===== config.mk =====
export PLATFORM = sky130hd
export DESIGN_NAME = exc_entry_seq
export DESIGN_NICKNAME = d
export VERILOG_FILES = /design/src/rtl/exc_pkg.sv /design/src/rtl/exc_arbiter.sv /design/src/rtl/exc_addr_gen.sv /design/src/rtl/exc_entry_seq.sv
export SDC_FILE = /design/constraint.sdc
export NUM_CORES = 1
export LEC_CHECK = 0
export ABC_CLOCK_PERIOD_IN_PS = 1900
export BUFFER_PORTS_ARGS = -buffer_cell sky130_fd_sc_hd__clkbuf_2
export CAP_MARGIN = 5
export CELL_PAD_IN_SITES_DETAIL_PLACEMENT = 0
export CELL_PAD_IN_SITES_GLOBAL_PLACEMENT = 1
export CORE_MARGIN = 2
export CORE_UTILIZATION = 32
export CTS_CLUSTER_SIZE = 40
export DETAILED_ROUTE_END_ITERATION = 6
export PLACE_DENSITY = 0.76
export SETUP_SLACK_MARGIN = 0.4
export SLEW_MARGIN = 20
export SYNTH_ARGS = -nofsm -noshare
export SYNTH_HDL_FRONTEND = slang
export SYNTH_SLANG_ARGS = --single-unit

===== constraint.sdc =====
create_clock -name clk -period 1.9 [get_ports clk]
set_input_delay 0.285 -clock clk [delete_from_list [all_inputs] [get_ports clk]]
set_output_delay 0.285 -clock clk [all_outputs]
set_load 0.005 [all_outputs]

===== src/rtl/exc_pkg.sv =====
// Shared types for the exception entry sequencer.
// Assumes: the state order below matches the order of memory accesses.
package exc_pkg;
    typedef enum logic [2:0] {
        ST_IDLE,
        ST_VEC_H,
        ST_VEC_P,
        ST_WR_CODE,
        ST_WR_PSR,
        ST_WR_PC,
        ST_FIN
    } seq_state_t;
endpackage


===== src/rtl/exc_arbiter.sv =====
// Chooses one exception class and its cause code.
// A trap always wins. Among interrupts, the highest priority number that
// exceeds the current level wins. Purely combinational.
module exc_arbiter #(
    parameter int NGRP = 3,
    parameter int DW   = 16,
    parameter int TCW  = 2,
    parameter int CW   = 2
) (
    input  logic                 trap_req,
    input  logic [TCW-1:0]       trap_cause,
    input  logic [NGRP-1:0]      irq_pend,
    input  logic [NGRP*DW-1:0]   irq_code,
    input  logic [CW-1:0]        cur_pri,
    output logic                 take,
    output logic [CW-1:0]        cls,
    output logic [DW-1:0]        code
);
    // Scan the groups in ascending order so the highest eligible one is kept; the trap overrides last.
    always_comb begin
        take = 1'b0;
        cls  = '0;
        code = '0;
        for (int p = 1; p <= NGRP; p++) begin
            if (irq_pend[p-1] && (CW'(p) > cur_pri)) begin
                take = 1'b1;
                cls  = CW'(p);
                code = irq_code[(p-1)*DW +: DW];
            end
        end
        if (trap_req) begin
            take = 1'b1;
            cls  = '0;
            code = DW'(trap_cause);
        end
    end
endmodule


===== src/rtl/exc_addr_gen.sv =====
// Forms the memory address for each step of the sequence.
// Vector pairs sit at the top of memory, with class k at 2^AW - 2(k+1).
// The frame is written downward from the latched stack pointer.
module exc_addr_gen
    import exc_pkg::*;
#(
    parameter int AW = 8,
    parameter int CW = 2
) (
    input  seq_state_t       st,
    input  logic [CW-1:0]    cls,
    input  logic [AW-1:0]    sp,
    output logic [AW-1:0]    addr
);
    logic [AW-1:0] vec_base;

    // Find the base of the chosen class's vector pair.
    always_comb vec_base = {AW{1'b1}} - AW'({cls, 1'b0}) - AW'(1);

    // Select the address for the current step.
    always_comb begin
        case (st)
            ST_VEC_H:   addr = vec_base;
            ST_VEC_P:   addr = vec_base + AW'(1);
            ST_WR_CODE: addr = sp - AW'(1);
            ST_WR_PSR:  addr = sp - AW'(2);
            ST_WR_PC:   addr = sp - AW'(3);
            default:    addr = '0;
        endcase
    end
endmodule


===== src/rtl/exc_entry_seq.sv =====
// Exception entry sequencer (top).
// When idle, it accepts the winning request and latches the machine state.
// It reads the two vector words, writes the frame (code, old PSR, old PC)
// downward, and then pulses done with the new PC, PSR and SP.
// Assumes: one-cycle read latency, and requests held by their source until done.
module exc_entry_seq
    import exc_pkg::*;
#(
    parameter int AW      = 8,
    parameter int DW      = 16,
    parameter int NGRP    = 3,
    parameter int TCW     = 2,
    parameter int PRI_LSB = 0
) (
    input  logic                 clk,
    input  logic                 rst_n,
    input  logic                 trap_req,
    input  logic [TCW-1:0]       trap_cause,
    input  logic [NGRP-1:0]      irq_pend,
    input  logic [NGRP*DW-1:0]   irq_code,
    input  logic [DW-1:0]        pc_in,
    input  logic [DW-1:0]        psr_in,
    input  logic [AW-1:0]        sp_in,
    output logic [AW-1:0]        mem_addr,
    output logic                 mem_re,
    output logic                 mem_we,
    output logic [DW-1:0]        mem_wdata,
    input  logic [DW-1:0]        mem_rdata,
    output logic [DW-1:0]        pc_out,
    output logic [DW-1:0]        psr_out,
    output logic [AW-1:0]        sp_out,
    output logic                 done
);
    localparam int CW = $clog2(NGRP + 1);

    seq_state_t     st;
    logic           take;
    logic [CW-1:0]  sel_cls, cls_q;
    logic [DW-1:0]  sel_code, code_q, pc_q, psr_q, hnd_q, npsr_q;
    logic [AW-1:0]  sp_q;

    exc_arbiter #(.NGRP(NGRP), .DW(DW), .TCW(TCW), .CW(CW)) u_arb (
        .trap_req   (trap_req),
        .trap_cause (trap_cause),
        .irq_pend   (irq_pend),
        .irq_code   (irq_code),
        .cur_pri    (psr_in[PRI_LSB +: CW]),
        .take       (take),
        .cls        (sel_cls),
        .code       (sel_code)
    );

    exc_addr_gen #(.AW(AW), .CW(CW)) u_addr (
        .st   (st),
        .cls  (cls_q),
        .sp   (sp_q),
        .addr (mem_addr)
    );

    // Step through the sequence, one memory access per state.
    always_ff @(posedge clk) begin
        if (!rst_n) begin
            st <= ST_IDLE;
        end else begin
            case (st)
                ST_IDLE:    st <= take ? ST_VEC_H : ST_IDLE;
                ST_VEC_H:   st <= ST_VEC_P;
                ST_VEC_P:   st <= ST_WR_CODE;
                ST_WR_CODE: st <= ST_WR_PSR;
                ST_WR_PSR:  st <= ST_WR_PC;
                ST_WR_PC:   st <= ST_FIN;
                default:    st <= ST_IDLE;
            endcase
        end
    end

    // Latch the winner and the machine state at acceptance.
    always_ff @(posedge clk) begin
        if (!rst_n) begin
            cls_q  <= '0;
            code_q <= '0;
            pc_q   <= '0;
            psr_q  <= '0;
            sp_q   <= '0;
        end else if (st == ST_IDLE && take) begin
            cls_q  <= sel_cls;
            code_q <= sel_code;
            pc_q   <= pc_in;
            psr_q  <= psr_in;
            sp_q   <= sp_in;
        end
    end

    // Capture the vector words one cycle after each read.
    always_ff @(posedge clk) begin
        if (!rst_n) begin
            hnd_q  <= '0;
            npsr_q <= '0;
        end else begin
            if (st == ST_VEC_P)   hnd_q  <= mem_rdata;
            if (st == ST_WR_CODE) npsr_q <= mem_rdata;
        end
    end

    // Drive the strobes and write data for the current step.
    always_comb begin
        mem_re = (st == ST_VEC_H) || (st == ST_VEC_P);
        mem_we = (st == ST_WR_CODE) || (st == ST_WR_PSR) || (st == ST_WR_PC);
        case (st)
            ST_WR_CODE: mem_wdata = code_q;
            ST_WR_PSR:  mem_wdata = psr_q;
            ST_WR_PC:   mem_wdata = pc_q;
            default:    mem_wdata = '0;
        endcase
    end

    // Present the new register values alongside done.
    always_comb begin
        done    = (st == ST_FIN);
        pc_out  = hnd_q;
        psr_out = npsr_q;
        sp_out  = sp_q - AW'(3);
    end
endmodule


==> metrics, run 1 <==
vias in the first global route between 5,000 and 6,000; Power per Cell Area between 800 and 900 mW/mm^2; number of flops mapped to enable cells by yosys 0; CP Launch Type register; die area around 0.016 mm^2; top post-synthesis cells by area dfxtp_1 (38%), nand2_1 (13%), mux2i_1 (8.3%), a22o_1 (5.8%), a21oi_1 (4.4%); fmax roughly 440 MHz; clock transition at the registers of the reported paths approximately 70 ps; CP Class reg -> out; WL/cell ~17 um; Async S/R FF share, synth 0%; most frequent cells in the layout nand2_1 (165), clkbuf_2 (162), dfxtp_1 (86); CP max FO 4; Layout fillers roughly 1,400; num rows 44; Max Cap Viol 0; Die Span Y between 100 and 150 um; Placed Cells around 940; CTS tree done; RSZ-0062 raised after global routing true; Hold Vio Cnt, Final 0; Post-Syn Area a little under 0.005 mm^2; clock skew around 7.3 ps; Worst EP arrival between 2000 and 2500 ps; largest net degree at the start of global routing between 60 and 70; GPL Wtd Cong about 0.83; Tot GR Track Use between 15 and 20%; Worst Slack Setup Final -390 ps; multi-input logic area 0.00293 mm^2; Largest delay share family, worst path simple AND/OR/NAND/NOR gates; htree depth 3; CTS Buf Count 9; Final Net Count slightly above 900; CP startpoint sp_q[1]; Slew @ Worst Pin 580 ps; failing checks negative setup slack; clk root buf clkbuf_16; layout cell share with drive strength beyond 1 about two fifths; crit path max-delay cell type or3b_4; commonest non-fill, non-tap cell in the layout nand2_1; HP Class in -> reg; Port Buf Inserts roughly 180; Mapped Cells approximately 590; Peak VDD IR around 0.00047 V; CP endpoint kind output pin; CP bufs+invs 2; run status finished with violations; FF+latch count, synth 93; sequential element share of the synthesized area about two fifths; DRT iter0 DRCs between 300 and 400; post-route ant nets 0; area leader, netlist dfxtp_1; ANT cells 0; CP Cell Sequence inv_4 > ha_4 > or3b_4 > nor2_1 > o311ai_0 > a211o_1 > clkbuf_2; first-pass GRT wire length approximately 25,000 um; Required @ worst endpoint 1620 ps; final slew viol count 0; Lkg Pwr 3.21 nW; Post-synth top flop dfxtp_1; TritonCTS Sinks 93; Area Growth Syn to Fin 49.8%; die width 127 um; endpoints failing setup 26; Min-Delay Startpoint sp_in[3]; 1st-pass router iterations 5; synthesized area per cell approximately 8 um^2; initial antenna violation count 0; non-filler cells, final just under 1,000; Placed Area between 0.006 and 0.007 mm^2; Tmin final ~2300 ps; pre-CTS WS -55.0 ps; clock buffer depth 2; count of cell types in the netlist 63; relative slew slack about three fifths; R2R Setup Slk ~230 ps; Remaining Overflow, GRT 0; R2R Path Start st[1]; Via density about 5.2; syn_nets 704; final WL 16,600 um; hpwl dp ~12,000 um; Worst-Skew Late Latency about 340 ps; Final period util 121%; Critical Path Max Stage Delay 410 ps; post-synth top area share between 30% and 40%; Syn. warnings 0; I/O pins approximately 180; routed via count 5,190; register area about 0.0019 mm^2; DRC Markers 0; Core ar. between 0.01 and 0.015 mm^2; initial core utilization about 33%; Final Cell Area approximately 0.0073 mm^2
-- logic make-up (layout without fill, tap and decap cells) --
group	count (synthesis)	count (layout)	synth area share [%]
and+or+nand+nor	217	217	19.5
AOI/OAI and AO/OA	160	161	24.3
DFF	93	93	38.4
buffers and inverters	66	287	7.05
muxes	40	40	8.26
xor gates and xnor gates	8	8	1.45
adders and majority gates	4	4	1.03
-- worst reg2reg max path, cell delays in order (launching register included) --
cell       delay (ps)
dfxtp_4           370
buf_6             130
buf_6             120
buf_6             110
nor3_4            150
buf_6             170
o2111a_2          270
clkbuf_16         170
a32o_1            110
-- power breakdown --
part	total, mW	internal [mW]	switching [mW]
registers	2.21	2.10	0.113
logic	1.80	0.908	0.890
clock network	1.97	1.22	0.747
total	5.98	4.23	1.75
-- metrics by stage --
stage	hold WS [ps]	power, mW	TNS, ps	util [%]
3_3_place_gp	441	3.60	-22.9	41.8
3_5_place_dp	446	3.64	-55.0	41.8
5_1_grt	163	6.25	-4590	49.6
6_report	160	5.98	-2800	49.6
4_1_cts	155	5.83	-3040	47.2
2_1_floorplan	420	3.08	0	-
-- area by class of cell --
cell class	instances	area share [%]
clock buffers	12	3.53
clock inverters	3	0.948
inverters	16	0.965
multi-input cells	430	40.4
flip-flops and latches	93	26.0
well taps	184	3.17
repair buffers	256	25.0
-- flip-flops by register name, indices dropped and copies added, names as in the netlist --
signal,cells
code_q,16
pc_out,16
pc_q,16
psr_out,16
psr_q,16
sp_q,8
st,3
cls_q,2
-- synthesized netlist by cell type (all sizes together) (2+ instances only) --
cell      n
nand3     5
o21ai    22
inv      15
nand3b    2
o21a      3
a22oi    14
a31oi     4
xnor2     4
nand4     2
a32o     14
nor2     11
nor4      2
mux2i    40
buf      29
o221a     2
a221oi    2
xor2      4
nand2b    6
a211oi    3
dfxtp    93
nor4b     2
or3b      3
a21oi    44
o211ai    7
nor3      5
nand2   169
ha        4
nor2b     4
or2       2
a22o     32
clkbuf   21
-- path summary, 6_finish.rpt --
path                      end  depth (start not counted)
hold reg to reg     pc_out[6]                          2
hold / removal        sp_q[3]                          3
setup reg to reg    code_q[7]                          8
setup / recovery  mem_addr[7]                          7
-- per-layer routing --
layer / wire length [um] / global-route usage [%] / up-vias
met4: 389 / 7.43 / 0
met2: 8300 / 34.9 / 198
met1: 6910 / 23.0 / 2454
met3: 993 / 3.98 / 34
met5: 0 / 0 / -
li1: - / - / 2504
-- repair_timing --
item,CTS,global route
setup endpoints to repair,96,92
pin swaps,20,25
setup buffers,17,14
gates cloned,5,4
endpoints found under the hold margin,0,0
gates resized for setup,59,49
hold buffers,0,0
No activity file was read; power rests on OpenSTA's default activity.
==> run 2: changes to the inputs <==
- ABC_CLOCK_PERIOD_IN_PS: 1900 -> 2700
- CORE_UTILIZATION: 32 -> 38
- PLACE_DENSITY: 0.76 -> 0.85
- clock period: 1.9 -> 2.7 ns (I/O delays scaled with it)
==> run 2 against run 1 <==
  * The flow now finishes without violations
  * Register-to-register slack better by 480 ps
  * Die area down 15%
  * Critical path depth unchanged
  * Worst setup slack better by 700 ps
  * Via count down 5.9%
  * Clock power down 34%
  * Sequential power down 29%
  * First-iteration DRC count down 35%
  * Hold slack better by 120 ps
  * Critical path type unchanged
==> metrics, run 2 (same netlist as run 1, synthesis figures left out) <==
Largest delay share family, worst path compound AO/OA/AOI/OAI gates; Hold Vio Cnt, Final 0; Critical Path Max Stage Delay 350 ps; CP Cell Sequence inv_4 > ha_4 > a2111oi_4 > a21oi_2 > nand4b_1 > a211o_1 > buf_2; Peak VDD IR around 0.00029 V; pre-CTS WS roughly 460 ps; clock skew around 8.3 ps; post-layout power 3.84 mW; Die Span Y approximately 120 um; total negative slack 0 ps; final slew viol count 0; relative slew slack ~28%; Port Buf Inserts between 150 and 200; Tmin final between 2000 and 2500 ps; Worst-Skew Late Latency 350 ps; initial core utilization slightly below 40%; Area Growth Syn to Fin 31.9%; clock transition at the registers of the reported paths roughly 70 ps; final WL ~14,000 um; DRT iter0 DRCs 201; Net Switching 1.16 mW; most frequent cells in the layout clkbuf_2 (173), nand2_1 (169), dfxtp_1 (84); WL/cell about 15 um; largest net degree at the start of global routing 43; clock network power share about a third; Remaining Overflow, GRT 0; run status finished clean; crit path max-delay cell type dfxtp_2; final core occ around half; die width ~120 um; clock buffer depth 2; Final Cell Area roughly 0.0064 mm^2; I/O pins ~180; first-pass GRT wire length 22,800 um; Power per Cell Area between 600 and 700 mW/mm^2; Flop pwr share just over 40%; CP max FO 2; post-route ant nets 0; DRC Markers 0; TritonCTS Sinks 93; num rows a little over 40; HP Class in -> reg; Final period util around 90%; Worst EP arrival about 2000 ps; Sw Share a little under a third; fmax 418 MHz; Final Net Count slightly below 900; CP endpoint kind output pin; clk root buf clkbuf_16; die area around 0.014 mm^2; Slew @ Worst Pin between 1000 and 1500 ps; Max Cap Viol 0; Int Pwr 2.68 mW; Required @ worst endpoint roughly 2300 ps; CTS Buf Count 9; CTS tree done; vias in the first global route about 4,700; Via density approximately 5.2; combinational power share between 20 and 25%; GPL Wtd Cong roughly 0.86; Placed Area 0.00583 mm^2; cts hold-fix bufs 0; Worst Slack Setup Final around 310 ps; Core ar. roughly 0.013 mm^2; endpoints failing setup 0; Tot GR Track Use 21.4%; routed via count just under 5,000; htree depth 3; CP Launch Type register; ANT cells 0; CP Class reg -> out; layout cell share with drive strength beyond 1 between 30% and 40%; 1st-pass router iterations 4; hpwl dp 10,500 um; RSZ-0062 raised after global routing true; commonest non-fill, non-tap cell in the layout clkbuf_2; initial antenna violation count 0; Lkg Pwr around 2.8 nW; CP bufs+invs 2
[run 2: through the flow]
step | instances | hold WS [ps]
floorplan | 588 | 429
global placement | 905 | 440
detailed placement | 905 | 446
CTS | 929 | 264
global route | 935 | 273
finish | 935 | 277
[run 2: worst register-to-register path, delay by kind of cell (launching register included)]
family	cells	cell delay [ps]
buffers and inverters	2	500
AND/OR/NAND/NOR	1	480
flip-flops	1	420
AO/OA/AOI/OAI	1	250
multiplexers	1	250
[run 2: final timing paths]
path | start | end | slack (ps) | depth (start not counted)
worst max-delay path | sp_q[2] | mem_addr[7] | 310 | 7
worst min-delay path | sp_in[4] | sp_q[4] | 280 | 3
worst max register to register | st[0] | psr_q[9] | 710 | 5
worst min register to register | pc_out[9] | pc_out[9] | 450 | 2
[run 2: repair_timing]
action	4_1_cts	5_1_grt
cloned	0	0
resized for setup	26	21
buffers inserted	8	6
pin swaps	8	8
setup endpoints to repair	19	19
[run 2: power groups by stage]
stage / logic, mW / registers (mW) / clock network (mW)
after floorplan: 0.588 / 1.56 / 0
after global placement: 0.833 / 1.59 / 0
after detailed placement: 0.848 / 1.60 / 0
after CTS: 0.912 / 1.57 / 1.34
after global routing: 1.05 / 1.59 / 1.40
final: 0.955 / 1.58 / 1.31
[run 2: metal layers]
metal / vias to the layer above / GRT usage (%) / part of all wire, %
met3: 31 / 4.69 / 5.8
met1: 2289 / 24.8 / 43
met2: 156 / 37.9 / 49
met4: 0 / 9.25 / 3.0
li1: 2410 / - / -
met5: - / 0 / 0
[run 2: final cells by class]
class / count / area [um^2]
inverters: 16 / 65.1
repair buffers: 209 / 1170
multi-input cells: 429 / 2750
clock inverters: 6 / 68.8
clock buffers: 10 / 239
flip-flops and latches: 93 / 1890
well taps: 172 / 215
fillers: 1214 / 6130
==> run 3: changes to the inputs <==
- CORE_UTILIZATION: 38 -> 39
- PLACE_DENSITY: 0.85 -> 0.86
- SKIP_LAST_GASP: not set -> 1
- SYNTH_HIERARCHICAL: not set -> 1
==> run 3 against run 2 <==
  * Synthesized cell count up 3.6%
  * Sequential share of layout area down 0.51 points
  * Largest power group unchanged
  * Area after synthesis up 2.8%
  * The flow now finishes with violations (negative setup slack)
==> metrics, run 3 <==
run status finished with violations; failing checks negative setup slack; WL/cell approximately 15 um; Slew @ Worst Pin about 750 ps; initial core utilization roughly two fifths; num rows roughly 40; relative slew slack roughly 50%; Largest delay share family, worst path simple AND/OR/NAND/NOR gates; clock transition at the registers of the reported paths around 60 ps; Worst Slack Setup Final -78.9 ps; commonest non-fill, non-tap cell in the layout clkbuf_2; layout cell share with drive strength beyond 1 36.7%; Die Span Y 117 um; Port Buf Inserts between 150 and 200; cts hold-fix bufs 0; syn_nets between 700 and 800; CP Launch Type register; die width 117 um; 1st-pass router iterations 5; Placed Area around 0.006 mm^2; count leader, synth nand2_1; CP max FO 3; Peak VDD IR roughly 0.00037 V; Tmin final approximately 2800 ps; fmax 360 MHz; routed via count 4,897; R2R cell count 5; Power per Cell Area 581 mW/mm^2; final WL roughly 15,000 um; Area Growth Syn to Fin 29.4%; Required @ worst endpoint roughly 2300 ps; clk root buf clkbuf_16; first-pass GRT wire length roughly 23,000 um; Final period util 103%; Lkg Pwr 2.77 nW; GPL Wtd Cong just over 0.9; CP Cell Sequence nor2b_4 > nand2_2 > inv_2 > fa_2 > or3b_4 > or4_4 > nand4_1 > and4bb_1 > clkbuf_2; hpwl dp 11,000 um; Remaining Overflow, GRT 0; final core occ 51.3%; most frequent cells in the layout clkbuf_2 (174), nand2_1 (168), dfxtp_1 (87); clock buffer depth 2; final hold slack approximately 280 ps; CP bufs+invs 2; CP Class reg -> out; die area about 0.014 mm^2; Worst-Skew Late Latency 340 ps; CTS Buf Count 9; post-route ant nets 0; HP Class in -> reg; post-synth top area share about 37%; largest net degree at the start of global routing between 50 and 60; Post-Syn Area about 0.005 mm^2; synthesized area per cell between 8 and 9 um^2; Core ar. roughly 0.013 mm^2; Max Cap Viol 0; crit path max-delay cell type or4_4; vias in the first global route between 4,000 and 5,000; count of cell types in the netlist 50; htree depth 3; Syn. warnings 6; CTS tree done; hold path depth 3; CP endpoint kind output pin; Tot GR Track Use between 20 and 25%; Final Net Count roughly 900; Hold Vio Cnt, Final 0; sequential element share of the synthesized area about 37%; top post-synthesis cells by area dfxtp_1 (37%), nand2_1 (13%), a21boi_0 (10%), a22o_1 (5.6%), a21boi_1 (3.3%); Mapped Cells approximately 610; Async S/R FF share, synth 0%; area leader, netlist dfxtp_1; initial antenna violation count 1; DRT iter0 DRCs about 290; commonest cells in the netlist nand2_1 (169), dfxtp_1 (93), a21boi_0 (69); endpoints failing setup 3; CP Depth 9; final slew viol count 0; Critical Path Max Stage Delay around 430 ps; FF+latch count, synth 93; Via density 5.15; Worst EP arrival 2370 ps; Post-synth top flop dfxtp_1; TritonCTS Sinks 93; DRC Markers 0; number of flops mapped to enable cells by yosys 0; ANT cells 0; I/O pins approximately 180; RSZ-0062 raised after global routing true; Final Cell Area between 0.006 and 0.007 mm^2; clock skew approximately 4.7 ps
## run 3: cell count changes after synthesis, moves of 14 or more
cell,before,now
a32o_1,14,0
mux2i_1,40,3
a21oi_1,43,8
a22oi_1,14,0
a21boi_0,0,69
nor2_1,10,29
nand2_2,0,20
o21ai_1,15,0
a21boi_1,1,22
## run 3: cell type report
class | count | area [um^2]
well taps | 172 | 215
multi-input cells | 457 | 2910
flip-flops and latches | 93 | 1870
fillers | 1238 | 6120
clock buffers | 11 | 243
inverters | 8 | 30.0
repair buffers | 205 | 1120
clock inverters | 5 | 60.1
## run 3: stage by stage
stage,worst slack (ps),std cells,power (mW),setup TNS [ps]
6_report,-78.9,951,3.75,-92.1
3_3_place_gp,279,926,2.43,0
4_1_cts,-66.9,947,3.75,-167
5_1_grt,-165,951,3.94,-445
3_5_place_dp,239,926,2.44,0
2_1_floorplan,240,609,2.13,0
## run 3: per-layer routing
metal	global-route usage, %	vias up	routed length, um
li1	-	2419	-
met1	27.5	2256	6400
met2	35.9	189	6920
met3	3.60	33	856
met4	10.9	0	474
met5	0	-	0
## run 3: final timing paths
| path | startpoint | to | slack, ps |
|---|---|---|---|
| worst min register to register | pc_out[14] | pc_out[14] | 460 |
| worst max-delay path | st[2] | mem_addr[6] | -80 |
| worst max register to register | st[0] | psr_q[3] | 760 |
| worst min-delay path | pc_in[12] | pc_q[12] | 280 |
## run 3: cells by family after synthesis
kind of cell	after synthesis	synth area share [%]
AND/OR/NAND/NOR	268	25.5
AO/OA/AOI/OAI	168	27.1
flip-flops	93	37.4
buffers and inverters	59	5.77
XOR/XNOR	14	2.46
adder cells (fa/ha/maj)	4	1.16
multiplexers	3	0.603
## run 3: worst min-delay path: stages
cell	delay, ps
clkbuf_2	80
nand2_1	40
a21boi_1	50
## run 3: what timing repair did
item,4_1_cts,5_1_grt
hold endpoints to repair,0,0
cloned,0,0
resized for setup,11,13
setup buffers,5,4
pin swaps,8,6
endpoints found under the setup margin,24,25
## run 3: where the power goes
part	internal, mW	switching [mW]	leakage (nW)
combinational	0.404	0.489	1.86
clock	0.745	0.532	0.146
sequential	1.48	0.0994	0.763
